<file path="config.mk">
export PLATFORM = sky130hd
export DESIGN_NAME = cfgch_top
export DESIGN_NICKNAME = d
export VERILOG_FILES = /design/src/rtl/cfgch_pkg.sv /design/src/rtl/cfgch_cmd_stage.sv /design/src/rtl/cfgch_osc_array.sv /design/src/rtl/cfgch_top.sv
export SDC_FILE = /design/constraint.sdc
export NUM_CORES = 1
export LEC_CHECK = 0
export BUFFER_PORTS_ARGS = -buffer_cell sky130_fd_sc_hd__buf_2
export CORE_ASPECT_RATIO = 0.8
export CORE_MARGIN = 4
export CORE_UTILIZATION = 40
export DETAILED_ROUTE_END_ITERATION = 12
export GPL_ROUTABILITY_DRIVEN = 0
export PLACE_DENSITY = 0.59
export SLEW_MARGIN = 0
export SYNTH_ARGS = -nofsm -noshare
export SYNTH_HDL_FRONTEND = slang
export SYNTH_SLANG_ARGS = --single-unit
</file>
<file path="constraint.sdc">
create_clock -name clk -period 5.24 [get_ports clk]
set_input_delay 0.262 -clock clk [delete_from_list [all_inputs] [get_ports clk]]
set_output_delay 0.262 -clock clk [all_outputs]
set_load 0.02 [all_outputs]
</file>
<file path="src/rtl/cfgch_pkg.sv">
package cfgch_pkg;

    localparam int WORD_W   = 32;
    localparam int MAX_OSC  = 16;
    localparam int DEV_W    = 12;
    localparam int FUNC_W   = 6;

    // Command word; field positions are decoded by software, so they are fixed.
    typedef struct packed {
        logic              start;
        logic              wr_dir;
        logic [3:0]        pad_hi;
        logic [FUNC_W-1:0] func;
        logic [7:0]        pad_lo;
        logic [DEV_W-1:0]  dev;
    } cmd_word_t;

    typedef struct packed {
        logic fault;
        logic done;
    } stat_t;

    typedef enum logic [1:0] {
        SEL_CMD  = 2'd0,
        SEL_STAT = 2'd1,
        SEL_DOUT = 2'd2,
        SEL_DRTN = 2'd3
    } sel_e;

    localparam logic [FUNC_W-1:0] FUNC_OSC  = 6'd1;
    localparam logic [WORD_W-1:0] CMD_RESET = 32'h0010_0000;

    function automatic cmd_word_t cmd_scrub(input logic [WORD_W-1:0] w);
        cmd_word_t c;
        c        = cmd_word_t'(w);
        c.start  = 1'b0;
        c.pad_hi = '0;
        c.pad_lo = '0;
        return c;
    endfunction

    function automatic logic cmd_legal(input cmd_word_t c, input int unsigned n);
        return (c.func == FUNC_OSC) && (32'(c.dev) < n);
    endfunction

endpackage

</file>
<file path="src/rtl/cfgch_cmd_stage.sv">
module cfgch_cmd_stage
    import cfgch_pkg::*;
#(
    parameter int N_OSC = 4
) (
    input  logic                  clk,
    input  logic                  rst,
    input  logic                  cmd_wr,
    input  logic [WORD_W-1:0]     wdata,
    output cmd_word_t             cmd_q,
    output stat_t                 stat_q,
    output logic                  exec_go,
    output logic                  exec_wr,
    output logic [DEV_W-1:0]      exec_dev
);

    logic pend_q;
    logic legal;

    assign legal    = cmd_legal(cmd_q, N_OSC);
    assign exec_go  = pend_q && legal;
    assign exec_wr  = cmd_q.wr_dir;
    assign exec_dev = cmd_q.dev;

    always_ff @(posedge clk) begin
        if (rst) begin
            cmd_q  <= cmd_word_t'(CMD_RESET);
            pend_q <= 1'b0;
            stat_q <= '0;
        end else if (cmd_wr) begin
            // A new command write wins over the status of one completing now.
            cmd_q  <= cmd_scrub(wdata);
            pend_q <= wdata[WORD_W-1];
            stat_q <= '0;
        end else begin
            pend_q <= 1'b0;
            if (pend_q) begin
                stat_q.done  <= 1'b1;
                stat_q.fault <= !legal;
            end
        end
    end

endmodule

</file>
<file path="src/rtl/cfgch_osc_array.sv">
module cfgch_osc_array
    import cfgch_pkg::*;
#(
    parameter int                           N_OSC         = 4,
    parameter logic [MAX_OSC*WORD_W-1:0]    OSC_RESET_ALL = '0
) (
    input  logic                      clk,
    input  logic                      rst,
    input  logic                      wr_go,
    input  logic [DEV_W-1:0]          idx,
    input  logic [WORD_W-1:0]         wr_data,
    output logic [WORD_W-1:0]         rd_data,
    output logic [N_OSC*WORD_W-1:0]   osc_flat
);

    logic [WORD_W-1:0] osc_q [N_OSC];

    for (genvar gi = 0; gi < N_OSC; gi++) begin : g_osc
        localparam logic [WORD_W-1:0] RST_VAL = OSC_RESET_ALL[gi*WORD_W +: WORD_W];

        always_ff @(posedge clk) begin
            if (rst)
                osc_q[gi] <= RST_VAL;
            else if (wr_go && (idx == DEV_W'(gi)))
                osc_q[gi] <= wr_data;
        end

        assign osc_flat[gi*WORD_W +: WORD_W] = osc_q[gi];
    end

    always_comb begin
        rd_data = '0;
        for (int i = 0; i < N_OSC; i++) begin
            if (idx == DEV_W'(i))
                rd_data = osc_q[i];
        end
    end

endmodule

</file>
<file path="src/rtl/cfgch_top.sv">
module cfgch_top
    import cfgch_pkg::*;
#(
    parameter int                        N_OSC         = 4,
    parameter logic [MAX_OSC*WORD_W-1:0] OSC_RESET_ALL =
        {384'h0, 32'd40000000, 32'd24576000, 32'd25000000, 32'd50000000}
) (
    input  logic                      clk,
    input  logic                      rst,
    input  logic                      reg_wr,
    input  logic [1:0]                reg_sel,
    input  logic [31:0]               reg_wdata,
    output logic [31:0]               reg_rdata,
    output logic [N_OSC*32-1:0]       osc_setting
);

    sel_e              sel;
    cmd_word_t         cmd_q;
    stat_t             stat_q;
    logic              exec_go;
    logic              exec_wr;
    logic [DEV_W-1:0]  exec_dev;
    logic [WORD_W-1:0] dout_q;
    logic [WORD_W-1:0] rtn_q;
    logic [WORD_W-1:0] osc_rd;

    assign sel = sel_e'(reg_sel);

    cfgch_cmd_stage #(.N_OSC(N_OSC)) u_cmd (
        .clk      (clk),
        .rst      (rst),
        .cmd_wr   (reg_wr && (sel == SEL_CMD)),
        .wdata    (reg_wdata),
        .cmd_q    (cmd_q),
        .stat_q   (stat_q),
        .exec_go  (exec_go),
        .exec_wr  (exec_wr),
        .exec_dev (exec_dev)
    );

    cfgch_osc_array #(.N_OSC(N_OSC), .OSC_RESET_ALL(OSC_RESET_ALL)) u_osc (
        .clk      (clk),
        .rst      (rst),
        .wr_go    (exec_go && exec_wr),
        .idx      (exec_dev),
        .wr_data  (dout_q),
        .rd_data  (osc_rd),
        .osc_flat (osc_setting)
    );

    always_ff @(posedge clk) begin
        if (rst) begin
            dout_q <= '0;
            rtn_q  <= '0;
        end else begin
            if (reg_wr && (sel == SEL_DOUT))
                dout_q <= reg_wdata;
            if (exec_go && !exec_wr)
                rtn_q <= osc_rd;
        end
    end

    always_comb begin
        unique case (sel)
            SEL_CMD:  reg_rdata = cmd_q;
            SEL_STAT: reg_rdata = {30'd0, stat_q};
            SEL_DOUT: reg_rdata = dout_q;
            SEL_DRTN: reg_rdata = rtn_q;
            default:  reg_rdata = '0;
        endcase
    end

endmodule

</file>
After elaboration in Yosys (flattened, before gate mapping) --
Memory sizes are Yosys's and may differ from the RTL's. Cells that the tools add are included.
Word-level totals: bits in latches 0, bits in read-only memories 0, register bits 86, bits in writable memories 128, memories 1
Memories:
- u_osc.osc_q | depth 4, width 32, read ports 4, clocked after memory_dff 0, wr ports 4, RTL line cfgch_osc_array.sv:16 | logic [WORD_W-1:0] osc_q [N_OSC];
Cells by class: muxes and demuxes 23, div/mod/pow operators 0, multiply operators 0, eq/ne operators 7, shifts and indexed selects 0, bitwise gates (word level) 5, $add $sub $neg 0, reduce and logical (&&, ||, !) cells 16, $lt $le $gt $ge 1
Operator list (number):
- $mux W32 | 8
- $pmux W32 S4 | 1
- $eq A12 B2 Y1 const B | 2
- $mux W1 | 14
- $eq A12 B1 Y1 const B | 1
- $logic_not A12 Y1 | 1
- $lt A12 B3 Y1 const B | 1
- $logic_and A1 B1 Y1 | 10
- $eq A6 B1 Y1 const B | 1
- $eq A2 B2 Y1 const B | 2
- $or A1 B1 Y1 | 4
- $reduce_or A2 Y1 | 2
- $eq A2 B1 Y1 const B | 1
- $logic_not A1 Y1 | 2
- $logic_not A2 Y1 | 1
- $not A1 Y1 | 1

Longest topological paths before layout --
word-level depth 9, depth in mapped cells 7, mapped depth without buffers 4

Modules after synthesis --
A second synthesis with hierarchy kept.
Unflattened totals: cell total of the unflattened synthesis 944, area total of the unflattened synthesis 10022.1 um^2
Modules (own cells, without submodules):
- cfgch_osc_array | cells each 484, seq. area each 3843.7 um^2, instances 1, area each 5873.1 um^2
- cfgch_top | cells each 357, seq. area each 1281.2 um^2, instances 1, area each 3125.5 um^2
- cfgch_cmd_stage | cells each 103, seq. area each 440.4 um^2, instances 1, area each 1023.5 um^2

Worst setup path after synthesis --
Ideal clock, no wire load.
kind reg-to-reg, from reg, netlist name u_cmd.exec_wr, to mem u_osc.osc_q[2][0] (enable), data required time 4.729 ns, slack 0.427 ns, path buffers 0, stages on the path, launching flop included 4, arrival 4.303 ns, cells stage by stage dfxtp_1 nor4b_1 nand2_1 o41ai_1
RTL lines (RTL line):
- end: declaration | cfgch_osc_array.sv:16

==> impl_metrics.json <==
{
  "status": "completed",
  "ant_nets": 0,
  "setup_viol": 0,
  "clockRootBuffer": "clkbuf_16",
  "n_antenna_cell": 0,
  "wire_per_inst_um": 23.66,
  "io_pins": 197,
  "fin_setup_tns_ns": 0,
  "syn_nets": 829,
  "die_h_um": 146.5,
  "timing.fmax_ghz": 0.2821,
  "cts_made_buffers": 23,
  "critPathMaxFanout": 38,
  "grt_pass1_wl_mm": 46.69,
  "synthFlopType": "edfxtp_1",
  "dieArea_um2": 26550,
  "cts_resized": 0,
  "syn_area_um2": 9595,
  "critPathRequiredTime_ns": 5.44,
  "fin_util": 0.4981,
  "clk_latency_ns": 0.52,
  "cap_viol_max_count": 0,
  "synth_seq_cells": 214,
  "pwr_density_cell_nw_per_um2": 318.6,
  "finalInstanceArea_um2": 11720,
  "hold_path.class": "in -> reg",
  "drc": 0,
  "relSlewSlack": 0.1898,
  "cp-start-kind": "flop",
  "core_um2": 23520,
  "nets": 1017,
  "via_count": 7373,
  "first_iter_violations": 703,
  "async_flop_share": 0,
  "cts_buffer_depth": 3,
  "crit_arrival_ns": 3.75,
  "cts_sinks": 214,
  "syn_avg_cell_area_um2": 12.12,
  "rows": 50,
  "yosys_warnings": 0,
  "min_period_ns": 3.544,
  "synth_cell_types": 45,
  "clkTransAtPathRegs_ns": 0.06,
  "initial_core_util": 0.4079,
  "wirelength_mm": 30.95,
  "post-route-period-util": 0.6764,
  "rsz0062_at_grt": "no",
  "n_fill_cell": 2177,
  "worstSetupEndpointType": "flop",
  "hold_viol": 0,
  "irDropWorstVdd_v": 0.0002140,
  "drive_gt1_frac": 0.3193,
  "cts_htree_levels": 1,
  "crit_type": "reg -> reg",
  "power_leakage_nw": 4.378,
  "placed_area_um2": 10790,
  "cts_tree": "yes",
  "synthCells": 792,
  "viasPerCell": 5.637,
  "postCtsSetupRepairBufs": 0,
  "antenna_found_initial": 0,
  "grt-ovfl-total": 0,
  "finClkSkew_ns": 0.02238,
  "place_hpwl_mm": 19.93,
  "grt_pass1_vias": 7221,
  "tightest_slew_ns": 1.215,
  "firstDrtPassIters": 5,
  "synth_edf_count": 128,
  "grt_usage": 0.2252,
  "grt_max_degree": 47,
  "io_buffers": 196,
  "syn_to_final_growth_pct": 22.10,
  "report.final.slew_viol_count": 0,
  "die_x_um": 181.2,
  "yosysSeqAreaShare": 0.5800
}
worst max-delay path, stage by stage, from the launching register on:
cell and delay (ns):
dfxtp_2 0.97, and2_1 0.27, nand2_2 0.43, o31ai_4 1.17, buf_4 0.37
cells in the mapped netlist, types with 5 or more instances:
master	instances	area, µm²
a22o_1	33	289.0
clkbuf_1	53	198.9
nor4_4	5	106.4
mux2i_1	13	130.1
and2_1	67	419.2
mux2_2	17	191.4
buf_1	5	18.77
o221ai_1	32	280.3
nand2_1	101	379.1
a21oi_1	33	165.2
nor2b_1	45	281.5
nand2b_1	31	193.9
nor4_1	32	200.2
inv_1	5	18.77
buf_2	5	25.02
edfxtp_1	128	3844
a211o_1	32	280.3
dfxtp_1	86	1722
o2bb2ai_2	28	420.4
flip-flops by register name, indices dropped and copies added, names as in the netlist:
register        flops
u_osc.osc_q       128
dout_q             32
rtn_q              32
u_cmd.exec_dev     12
u_cmd.cmd_q         6
u_cmd.stat_q        2
u_cmd.exec_wr       1
u_cmd.pend_q        1
placed cells by master (no fill, tap or decap), types with 3 or more instances in the layout:
| master | netlist | layout |
|---|---|---|
| buf_2 | 5 | 196 |
| edfxtp_1 | 128 | 128 |
| nand2_1 | 101 | 99 |
| dfxtp_1 | 86 | 84 |
| and2_1 | 67 | 67 |
| nor2b_1 | 45 | 45 |
| a22o_1 | 33 | 33 |
| a211o_1 | 32 | 32 |
| o221ai_1 | 32 | 32 |
| a21oi_1 | 33 | 32 |
| nor4_1 | 32 | 32 |
| nand2b_1 | 31 | 31 |
| o2bb2ai_2 | 28 | 28 |
| clkbuf_16 | 0 | 24 |
| dlygate4sd3_1 | 0 | 20 |
| mux2_2 | 17 | 17 |
| buf_4 | 0 | 17 |
| mux2i_1 | 13 | 13 |
| clkbuf_1 | 53 | 9 |
| nor4_4 | 5 | 5 |
| inv_1 | 5 | 5 |
| clkbuf_8 | 0 | 5 |
| nand2_2 | 1 | 3 |
| nor2_1 | 4 | 3 |
path summary, 6_finish.rpt:
check / from / to / slack (ns) / cells after the start
setup / recovery: u_cmd.exec_dev[0] / u_osc.osc_q[3][18] / 1.70 / 4
hold / removal: reg_wdata[1] / u_cmd.exec_dev[1] / 0.009 / 2
setup reg to reg: u_cmd.exec_dev[0] / u_osc.osc_q[3][18] / 1.70 / 4
hold reg to reg: rtn_q[2] / rtn_q[2] / 0.47 / 1
cell type report:
cell class	instances	area [µm²]	share of cell area
Sequential cell	214	5568	0.4752
Multi-Input combinational cell	503	3709	0.3165
Timing Repair Buffer	233	1309	0.1117
Clock buffer	38	703.2	0.06002
Tap cell	312	390.4	0.03332
Clock inverter	3	18.77	0.001602
Inverter	5	18.77	0.001602
metal layers:
| layer | track usage | wire length, µm | vias to the layer above |
|---|---|---|---|
| li1 | - | - | 3330 |
| met1 | 0.3449 | 14640 | 3683 |
| met2 | 0.3313 | 13210 | 332 |
| met3 | 0.05255 | 2676 | 28 |
| met4 | 0.03601 | 424 | 0 |
| met5 | 0 | 0 | - |
stage by stage:
step	std cells	setup slack (ns)	power, W	hold slack [ns]
after floorplan	792	0.4266	0.002064	0.3837
after global placement	1247	1.799	0.002178	0.4550
after detailed placement	1247	1.710	0.002179	0.4547
after CTS	1308	1.676	0.003751	0.007734
after global routing	1308	1.505	0.003833	0.01175
final	1308	1.696	0.003733	0.009489
power by group:
part | internal (W) | leakage [nW] | total [W] | switching (W)
clock | 0.000914 | 0.355 | 0.00158 | 0.000664
sequential | 0.00182 | 1.88 | 0.00186 | 0.0000445
combinational | 0.000101 | 2.14 | 0.000293 | 0.000192
total | 0.00283 | 4.38 | 0.00373 | 0.000900
cells by family (layout without fill, tap and decap cells):
family / count (synthesis) / in the layout / synth area share
compound gates: 172 / 172 / 0.1659
flops: 214 / 214 / 0.5800
mux: 32 / 32 / 0.03820
buf+inv: 75 / 279 / 0.03821
simple gates: 299 / 299 / 0.1777
what timing repair did:
| item | in CTS | in global routing |
|---|---|---|
| setup endpoints to repair | 0 | 0 |
| hold buffers | 20 | 0 |
| endpoints found under the hold margin | 26 | 0 |
(Power assumes the default switching activity.)
